## src/rtl/rop_pkg.sv

```systemverilog
package rop_pkg;

    localparam int INSN_W = 32;
    localparam int OPC_W  = 10;
    localparam int RD_W   = 5;
    localparam int OPID_W = 17;
    localparam int VEC_W  = 32;

    typedef struct packed {
        logic [OPC_W-1:0]  opc;
        logic [RD_W-1:0]   rd;
        logic [OPID_W-1:0] id;
    } rop_insn_t;

    typedef enum logic [1:0] {
        ST_RUN       = 2'd0,
        ST_TRAP      = 2'd1,
        ST_WAIT_LOAD = 2'd2,
        ST_MAKE_ROOM = 2'd3
    } rop_state_e;

endpackage

```

## src/rtl/rop_insn_decode.sv

```systemverilog
module rop_insn_decode
    import rop_pkg::*;
#(
    parameter logic [OPC_W-1:0] OPCODE = 10'h3C1
) (
    input  logic              insn_valid,
    input  logic [INSN_W-1:0] insn_word,
    output logic              is_rop,
    output logic [RD_W-1:0]   rd,
    output logic [OPID_W-1:0] id
);
    rop_insn_t fields;

    always_comb begin
        fields = rop_insn_t'(insn_word);
        is_rop = insn_valid && (fields.opc == OPCODE);
        rd     = fields.rd;
        id     = fields.id;
    end
endmodule

```

## src/rtl/rop_cfg_snoop.sv

```systemverilog
module rop_cfg_snoop #(
    parameter int          ADDR_W   = 32,
    parameter logic [31:0] CFG_BASE = 32'h0001_0000,
    parameter logic [31:0] CFG_LAST = 32'h0001_FFFF
) (
    input  logic              st_valid,
    input  logic [ADDR_W-1:0] st_addr,
    output logic              cfg_hit
);
    localparam logic [ADDR_W-1:0] LO = ADDR_W'(CFG_BASE);
    localparam logic [ADDR_W-1:0] HI = ADDR_W'(CFG_LAST);

    always_comb begin
        cfg_hit = st_valid && (st_addr >= LO) && (st_addr <= HI);
    end
endmodule

```

## src/rtl/rop_entry_table.sv

```systemverilog
module rop_entry_table #(
    parameter int ENTRIES    = 32,
    parameter int ARRAY_ROWS = 32,
    parameter int OPID_W     = 17,
    parameter int VEC_W      = 32,
    localparam int IDX_W     = (ENTRIES > 1) ? $clog2(ENTRIES) : 1,
    localparam int ROW_W     = $clog2(ARRAY_ROWS + 1)
) (
    input  logic              clk,
    input  logic              rst_n,
    input  logic [OPID_W-1:0] lk_id,
    output logic              lk_hit,
    output logic [IDX_W-1:0]  lk_idx,
    output logic [VEC_W-1:0]  lk_vec,
    input  logic              acc_en,
    input  logic [IDX_W-1:0]  acc_idx,
    input  logic              ins_en,
    input  logic [OPID_W-1:0] ins_id,
    input  logic [VEC_W-1:0]  ins_vec,
    input  logic [ROW_W-1:0]  ins_rows,
    input  logic              ev_en,
    input  logic              flush,
    output logic              free_ok,
    output logic              any_valid,
    output logic [ROW_W-1:0]  rows_used
);
    logic [ENTRIES-1:0] valid_q;
    logic [OPID_W-1:0]  id_q   [ENTRIES];
    logic [VEC_W-1:0]   vec_q  [ENTRIES];
    logic [ROW_W-1:0]   rows_q [ENTRIES];
    logic [IDX_W-1:0]   age_q  [ENTRIES];
    logic [ROW_W-1:0]   rows_used_q;

    logic [ENTRIES-1:0] match;
    logic [IDX_W-1:0]   free_idx;
    logic [IDX_W-1:0]   lru_idx;
    logic [IDX_W-1:0]   lru_age;

    // lookup: match lines per entry
    genvar g;
    generate
        for (g = 0; g < ENTRIES; g++) begin : g_match
            assign match[g] = valid_q[g] && (id_q[g] == lk_id);
        end
    endgenerate

    always_comb begin
        lk_hit = |match;
        lk_idx = '0;
        lk_vec = '0;
        for (int i = 0; i < ENTRIES; i++) begin
            if (match[i]) begin
                lk_idx = IDX_W'(i);
                lk_vec = vec_q[i];
            end
        end
    end

    // lowest free slot
    always_comb begin
        free_ok  = 1'b0;
        free_idx = '0;
        for (int i = ENTRIES - 1; i >= 0; i--) begin
            if (!valid_q[i]) begin
                free_ok  = 1'b1;
                free_idx = IDX_W'(i);
            end
        end
    end

    // oldest valid entry
    always_comb begin
        any_valid = 1'b0;
        lru_idx   = '0;
        lru_age   = '0;
        for (int i = 0; i < ENTRIES; i++) begin
            if (valid_q[i] && (!any_valid || age_q[i] > lru_age)) begin
                any_valid = 1'b1;
                lru_idx   = IDX_W'(i);
                lru_age   = age_q[i];
            end
        end
    end

    assign rows_used = rows_used_q;

    always_ff @(posedge clk or negedge rst_n) begin
        if (!rst_n) begin
            valid_q     <= '0;
            rows_used_q <= '0;
            for (int i = 0; i < ENTRIES; i++) begin
                id_q[i]   <= '0;
                vec_q[i]  <= '0;
                rows_q[i] <= '0;
                age_q[i]  <= '0;
            end
        end else if (flush) begin
            valid_q     <= '0;
            rows_used_q <= '0;
        end else begin
            if (acc_en) begin
                for (int j = 0; j < ENTRIES; j++) begin
                    if (valid_q[j] && (age_q[j] < age_q[acc_idx])) begin
                        age_q[j] <= age_q[j] + 1'b1;
                    end
                end
                age_q[acc_idx] <= '0;
            end
            if (ins_en) begin
                for (int j = 0; j < ENTRIES; j++) begin
                    if (valid_q[j]) begin
                        age_q[j] <= age_q[j] + 1'b1;
                    end
                end
                valid_q[free_idx] <= 1'b1;
                id_q[free_idx]    <= ins_id;
                vec_q[free_idx]   <= ins_vec;
                rows_q[free_idx]  <= ins_rows;
                age_q[free_idx]   <= '0;
                rows_used_q       <= rows_used_q + ins_rows;
            end
            if (ev_en) begin
                valid_q[lru_idx] <= 1'b0;
                rows_used_q      <= rows_used_q - rows_q[lru_idx];
            end
        end
    end


    rows_cap_chk: assert property (@(posedge clk) disable iff (!rst_n)
        rows_used_q <= ROW_W'(ARRAY_ROWS));


    single_match_chk: assert property (@(posedge clk) disable iff (!rst_n)
        $onehot0(match));


    install_fits_chk: assert property (@(posedge clk) disable iff (!rst_n)
        ins_en |-> (free_ok && (({1'b0, rows_used_q} + {1'b0, ins_rows}) <= (ROW_W+1)'(ARRAY_ROWS))));


    flush_empty_chk: assert property (@(posedge clk) disable iff (!rst_n)
        flush |=> (valid_q == '0 && rows_used_q == '0));


    evict_nonempty_chk: assert property (@(posedge clk) disable iff (!rst_n)
        ev_en |-> any_valid);
endmodule

```

## src/rtl/rop_tracker.sv

```systemverilog
module rop_tracker
    import rop_pkg::*;
#(
    parameter int                ENTRIES    = 32,
    parameter int                ARRAY_ROWS = 32,
    parameter logic [OPC_W-1:0]  OPCODE     = 10'h3C1,
    parameter logic [31:0]       CFG_BASE   = 32'h0001_0000,
    parameter logic [31:0]       CFG_LAST   = 32'h0001_FFFF,
    localparam int               ROW_W      = $clog2(ARRAY_ROWS + 1),
    localparam int               IDX_W      = (ENTRIES > 1) ? $clog2(ENTRIES) : 1
) (
    input  logic              clk,
    input  logic              rst_n,
    input  logic              insn_valid,
    input  logic [INSN_W-1:0] insn_word,
    output logic              op_hit,
    output logic [RD_W-1:0]   op_dest,
    output logic [VEC_W-1:0]  op_srcvec,
    output logic              op_stall,
    output logic              load_trap,
    output logic [OPID_W-1:0] load_op_id,
    input  logic              load_done,
    input  logic [VEC_W-1:0]  load_srcvec,
    input  logic [ROW_W-1:0]  load_rows,
    input  logic              st_valid,
    input  logic [31:0]       st_addr,
    output logic              cfg_exc
);
    rop_state_e state_q, state_d;

    logic              dec_rop;
    logic [RD_W-1:0]   dec_rd;
    logic [OPID_W-1:0] dec_id;
    logic              cfg_hit;

    logic              lk_hit;
    logic [IDX_W-1:0]  lk_idx;
    logic [VEC_W-1:0]  lk_vec;
    logic              free_ok;
    logic              any_valid;
    logic [ROW_W-1:0]  rows_used;

    logic [OPID_W-1:0] pend_id_q;
    logic [RD_W-1:0]   pend_rd_q;
    logic [VEC_W-1:0]  pend_vec_q;
    logic [ROW_W-1:0]  pend_rows_q;

    logic running, fits, acc_en, ins_en, ev_en, miss_now;

    rop_insn_decode #(.OPCODE(OPCODE)) u_dec (
        .insn_valid (insn_valid),
        .insn_word  (insn_word),
        .is_rop     (dec_rop),
        .rd         (dec_rd),
        .id         (dec_id)
    );

    rop_cfg_snoop #(.ADDR_W(32), .CFG_BASE(CFG_BASE), .CFG_LAST(CFG_LAST)) u_snoop (
        .st_valid (st_valid),
        .st_addr  (st_addr),
        .cfg_hit  (cfg_hit)
    );

    rop_entry_table #(
        .ENTRIES    (ENTRIES),
        .ARRAY_ROWS (ARRAY_ROWS),
        .OPID_W     (OPID_W),
        .VEC_W      (VEC_W)
    ) u_table (
        .clk       (clk),
        .rst_n     (rst_n),
        .lk_id     (dec_id),
        .lk_hit    (lk_hit),
        .lk_idx    (lk_idx),
        .lk_vec    (lk_vec),
        .acc_en    (acc_en),
        .acc_idx   (lk_idx),
        .ins_en    (ins_en),
        .ins_id    (pend_id_q),
        .ins_vec   (pend_vec_q),
        .ins_rows  (pend_rows_q),
        .ev_en     (ev_en),
        .flush     (cfg_hit),
        .free_ok   (free_ok),
        .any_valid (any_valid),
        .rows_used (rows_used)
    );

    // table control and next state
    always_comb begin
        running  = (state_q == ST_RUN);
        fits     = free_ok &&
                   (({1'b0, rows_used} + {1'b0, pend_rows_q}) <= (ROW_W+1)'(ARRAY_ROWS));
        acc_en   = running && dec_rop && lk_hit && !cfg_hit;
        miss_now = running && dec_rop && !lk_hit && !cfg_hit;
        ins_en   = (state_q == ST_MAKE_ROOM) && fits && !cfg_hit;
        ev_en    = (state_q == ST_MAKE_ROOM) && !fits && any_valid && !cfg_hit;

        state_d = state_q;
        if (cfg_hit) begin
            state_d = ST_RUN;
        end else begin
            unique case (state_q)
                ST_RUN:       if (miss_now) state_d = ST_TRAP;
                ST_TRAP:      state_d = ST_WAIT_LOAD;
                ST_WAIT_LOAD: if (load_done) state_d = ST_MAKE_ROOM;
                ST_MAKE_ROOM: if (fits || !any_valid) state_d = ST_RUN;
                default:      state_d = ST_RUN;
            endcase
        end
    end

    // state register and pending request
    always_ff @(posedge clk or negedge rst_n) begin
        if (!rst_n) begin
            state_q     <= ST_RUN;
            pend_id_q   <= '0;
            pend_rd_q   <= '0;
            pend_vec_q  <= '0;
            pend_rows_q <= '0;
        end else begin
            state_q <= state_d;
            if (miss_now) begin
                pend_id_q <= dec_id;
                pend_rd_q <= dec_rd;
            end
            if (state_q == ST_WAIT_LOAD && load_done) begin
                pend_vec_q  <= load_srcvec;
                pend_rows_q <= load_rows;
            end
        end
    end

    // registered outputs
    always_ff @(posedge clk or negedge rst_n) begin
        if (!rst_n) begin
            op_hit    <= 1'b0;
            op_dest   <= '0;
            op_srcvec <= '0;
            cfg_exc   <= 1'b0;
        end else begin
            op_hit  <= acc_en || ins_en;
            cfg_exc <= cfg_hit;
            if (acc_en) begin
                op_dest   <= dec_rd;
                op_srcvec <= lk_vec;
            end else if (ins_en) begin
                op_dest   <= pend_rd_q;
                op_srcvec <= pend_vec_q;
            end
        end
    end

    assign op_stall   = (state_q != ST_RUN);
    assign load_trap  = (state_q == ST_TRAP);
    assign load_op_id = pend_id_q;


    hit_unstalled_chk: assert property (@(posedge clk) disable iff (!rst_n)
        op_hit |-> !op_stall);


    trap_pulse_chk: assert property (@(posedge clk) disable iff (!rst_n)
        load_trap |=> !load_trap);


    miss_traps_chk: assert property (@(posedge clk) disable iff (!rst_n)
        (running && dec_rop && !lk_hit && !cfg_hit) |=> (load_trap && op_stall));


    wait_hold_chk: assert property (@(posedge clk) disable iff (!rst_n)
        (state_q == ST_WAIT_LOAD && !load_done && !cfg_hit) |=> (state_q == ST_WAIT_LOAD));


    exc_no_hit_chk: assert property (@(posedge clk) disable iff (!rst_n)
        cfg_exc |-> !op_hit);


    exc_releases_chk: assert property (@(posedge clk) disable iff (!rst_n)
        cfg_exc |-> !op_stall);
endmodule

```

## config.mk

```make
export PLATFORM = sky130hd
export DESIGN_NAME = rop_tracker
export DESIGN_NICKNAME = d
export VERILOG_FILES = /design/src/rtl/rop_pkg.sv /design/src/rtl/rop_insn_decode.sv /design/src/rtl/rop_cfg_snoop.sv /design/src/rtl/rop_entry_table.sv /design/src/rtl/rop_tracker.sv
export SDC_FILE = /design/constraint.sdc
export NUM_CORES = 2
export LEC_CHECK = 0
export BUFFER_PORTS_ARGS = -buffer_cell sky130_fd_sc_hd__buf_2
export CAP_MARGIN = 20
export CELL_PAD_IN_SITES_DETAIL_PLACEMENT = 1
export CELL_PAD_IN_SITES_GLOBAL_PLACEMENT = 2
export CORE_UTILIZATION = 40
export CTS_BUF_LIST = sky130_fd_sc_hd__clkbuf_16
export CTS_CLUSTER_SIZE = 14
export DETAILED_ROUTE_END_ITERATION = 16
export PLACE_DENSITY = 0.82
export SYNTH_ARGS = -nofsm -noshare
export SYNTH_HDL_FRONTEND = slang
export SYNTH_SLANG_ARGS = --single-unit
```

## constraint.sdc

```tcl
create_clock -name clk -period 103.4 [get_ports clk]
set_input_delay 25.85 -clock clk [delete_from_list [all_inputs] [get_ports clk]]
set_output_delay 25.85 -clock clk [all_outputs]
set_load 0.05 [all_outputs]
```

==> metrics <==
Max Slew Vio Count=0; post-DR vias/cell=5.85; Synth-to-Final Area Change=10.2%; top_reg_cell synth=dfrtp_1; Net Count, Synth=about 14000; Filler Cells Inserted=32992; DIE AREA=286000 um2; Post-CTS Setup Inserts=0; Synth Warn #=0; row cnt=195; DRC=0; gr usage total=0.311; outcome=completed; Core Region=282000 um2; drt pass-1 iters=5; TritonCTS clock tree=yes; Clock Skews=0.125 ns; clock sinks=roughly 2100; Num CTS Buffers=~240; largest family of logic cells by synthesized area=simple AND/OR/NAND/NOR gates; Setup crit end kind=register; Post-Syn Area per Cell=roughly 8.3 um2; layout cells sized above 1=0.0969; cell count after synthesis=~14000; GRT Residual Overflow=0; Seq/Total Area, Yosys=0.454; final cell count without fillers=17290; DRT antenna net count=0; share of the synthesized area in the top cell type=0.454; Yosys cell types=approximately 120; # nets final=approximately 14000; clock buffer depth=4; CTS H-tree depth=4; Final Hold Fails=0; worst-path fanout max=22; mapped cell area=114000 um2; initial antenna violation count=18; Slew HR=0.188; post-synth top area cell=dfrtp_1; Synth Area in Simple Gates=0.248; XOR/XNOR share of the synthesized area=0.0440; Post-CTS Resized=0; global-route wire length before repair=677000 um; die height=about 530 um; Slowest-stage cell, CP=a41oi_1; worst min-delay path class=reg2reg; port bufs=148; Async S/R FF share, synth=1.00; Peak supply drop=26.9 uV; CP arrival=slightly above 70 ns; Worst Tran Pin Value=around 1.2 ns; complex-gate fraction of the synthesized area=0.126; CP most frequent cell=ha_1; largest net degree at the start of global routing=between 150 and 200; Final setup viols=0; synth top area cells=dfrtp_1, nand2_1, mux2_2, ha_1, xnor2_1; DP Cell Count=approximately 17000; post-DP HPWL=roughly 290000 um; initial core utilization=0.402; vias=101122; Final Cycle Share=0.693; Startpoint Class=register; wire per inst=26.0 um; Leak=just over 60 nW; Root Driver=clkbuf_16; DP Worst Slack=about 33 ns; clk_lat worst skew=about 0.96 ns; flops & latches, synth=between 2000 and 2500; Crit Path Class=reg2reg; CTS Hold Bufs=0; fmax=14.0 MHz; CTS clk-pin slew, worst paths=0.06 ns; Die X=535 um; Worst EP required=between 100 and 150 ns; detailed router's first-iteration violation count=between 8000 and 9000; num ports=~170; fin crit period=around 70 ns; power per cell area=18.4 nW/um2; CP max stage delay=approximately 0.84 ns; final setup margin=between 30 and 40 ns; mux cell area share after synthesis=0.0485; adder-cell area share of the yosys netlist=0.0346; most frequent cells in the layout=nand2_1, dfrtp_1, nor2_1; R2R Setup Slk=31.75 ns; RSZ-0062 raised after global routing=no; Worst Hold Slack=0.464 ns; vias in the first global route=106543; Final TNS setup=0 ns; routability congestion estimate from global placement=0.913; max-cap violation count=0; Routed Wire Length=450000 um; number of flops mapped to enable cells by yosys=0; commonest non-fill, non-tap cell in the layout=nand2_1
power by group:
| part | total (mW) | switching, mW | internal [mW] |
|---|---|---|---|
| Combinational | 0.604 | 0.416 | 0.188 |
| Clock | 0.835 | 0.362 | 0.473 |
| Sequential | 0.868 | 0.0299 | 0.838 |
| Total | 2.31 | 0.807 | 1.50 |
worst max-delay path: cells and delay by family (launching register included):
kind	cells	cell delay (ns)
compound gates	150	36.39
xor+xnor	1	0.16
fa+ha+maj	34	9.84
buf+inv	31	3.71
flops	1	0.53
mux	19	6.16
simple gates	83	14.66
cell type report:
type	instances	area, um2	area share
Multi-Input combinational cell	10375	57400	0.459
Sequential cell	2059	51500	0.412
Clock buffer	238	5960	0.0476
Tap cell	3743	4680	0.0374
Timing Repair Buffer	433	3010	0.0240
Clock inverter	197	1570	0.0125
Inverter	238	893	0.00714
Antenna cell	7	17.5	0.000140
cell families (layout without fill, tap and decap cells):
| family | Yosys count | count (layout) |
|---|---|---|
| mux | 502 | 502 |
| buf+inv | 1278 | 1106 |
| compound gates | 2095 | 2095 |
| other cells | 0 | 7 |
| simple gates | 6895 | 6895 |
| flops | 2059 | 2059 |
| fa+ha+maj | 313 | 313 |
| xor+xnor | 570 | 570 |
routing by layer:
| metal | vias to the layer above | share of wire | global-route usage |
|---|---|---|---|
| li1 | 44881 | - | - |
| met1 | 52312 | 0.44 | 0.413 |
| met2 | 3009 | 0.46 | 0.509 |
| met3 | 918 | 0.058 | 0.0414 |
| met4 | 2 | 0.042 | 0.128 |
| met5 | - | 0.000029 | 0 |
registers in the layout (all words and copies together), names as in the netlist:
register	cells
u_table.id_q	544
load_op_id	17
u_table.age_q	160
pend_vec_q	32
u_table.vec_q	1024
op_srcvec	32
pend_rows_q	6
op_dest	5
cfg_exc	1
op_hit	1
u_table.valid_q	32
state_q	2
u_table.rows_used	6
pend_rd_q	5
u_table.rows_q	192
worst paths after layout:
check	start	to	depth (start not counted)
max	u_table.valid_q[0]	u_table.rows_used[5]	318
min	u_table.vec_q[293]	u_table.vec_q[293]	2
max reg2reg	u_table.valid_q[0]	u_table.rows_used[5]	318
min reg2reg	u_table.vec_q[293]	u_table.vec_q[293]	2
max in group asynchronous	rst_n	u_table.id_q[419]	6
min in group asynchronous	rst_n	u_table.vec_q[951]	1
synthesized netlist by cell type (11+ instances only):
| cell | n |
|---|---|
| buf_1 | 138 |
| inv_1 | 235 |
| a31oi_1 | 45 |
| xnor2_1 | 416 |
| nand3b_1 | 41 |
| and2_1 | 39 |
| nor3_1 | 95 |
| nor3b_1 | 18 |
| a311oi_1 | 41 |
| ha_1 | 308 |
| o21a_1 | 38 |
| o31a_1 | 17 |
| mux2_2 | 377 |
| xor2_1 | 154 |
| dfrtp_1 | 2059 |
| a311o_1 | 315 |
| or3_1 | 48 |
| a211oi_1 | 83 |
| clkbuf_1 | 829 |
| buf_2 | 23 |
| nand2_1 | 5111 |
| nand3_1 | 182 |
| nor2_1 | 810 |
| o22a_1 | 11 |
| o31ai_1 | 77 |
| o22ai_1 | 54 |
| o41ai_1 | 13 |
| nand4_1 | 132 |
| buf_4 | 15 |
| a21oi_1 | 498 |
| o21ai_0 | 535 |
| buf_6 | 19 |
| nor2b_1 | 153 |
| o221ai_1 | 26 |
| nor4_1 | 64 |
| or2_2 | 22 |
| mux2i_1 | 123 |
| a22oi_1 | 42 |
| nand2b_1 | 91 |
| o211ai_1 | 74 |
| o21ai_1 | 17 |
| a211o_1 | 43 |
| and3_1 | 35 |
| a21o_1 | 34 |
through the flow:
stage               instance area, um2  utilization  total power [mW]
detailed placement              117000        0.416              1.47
floorplan                       114000            -              1.26
finish                          125000        0.443              2.31
global route                    125000        0.443              2.40
CTS                             125000        0.443              2.31
global placement                117000        0.416              1.45
Power figures use the tool's default switching activity.
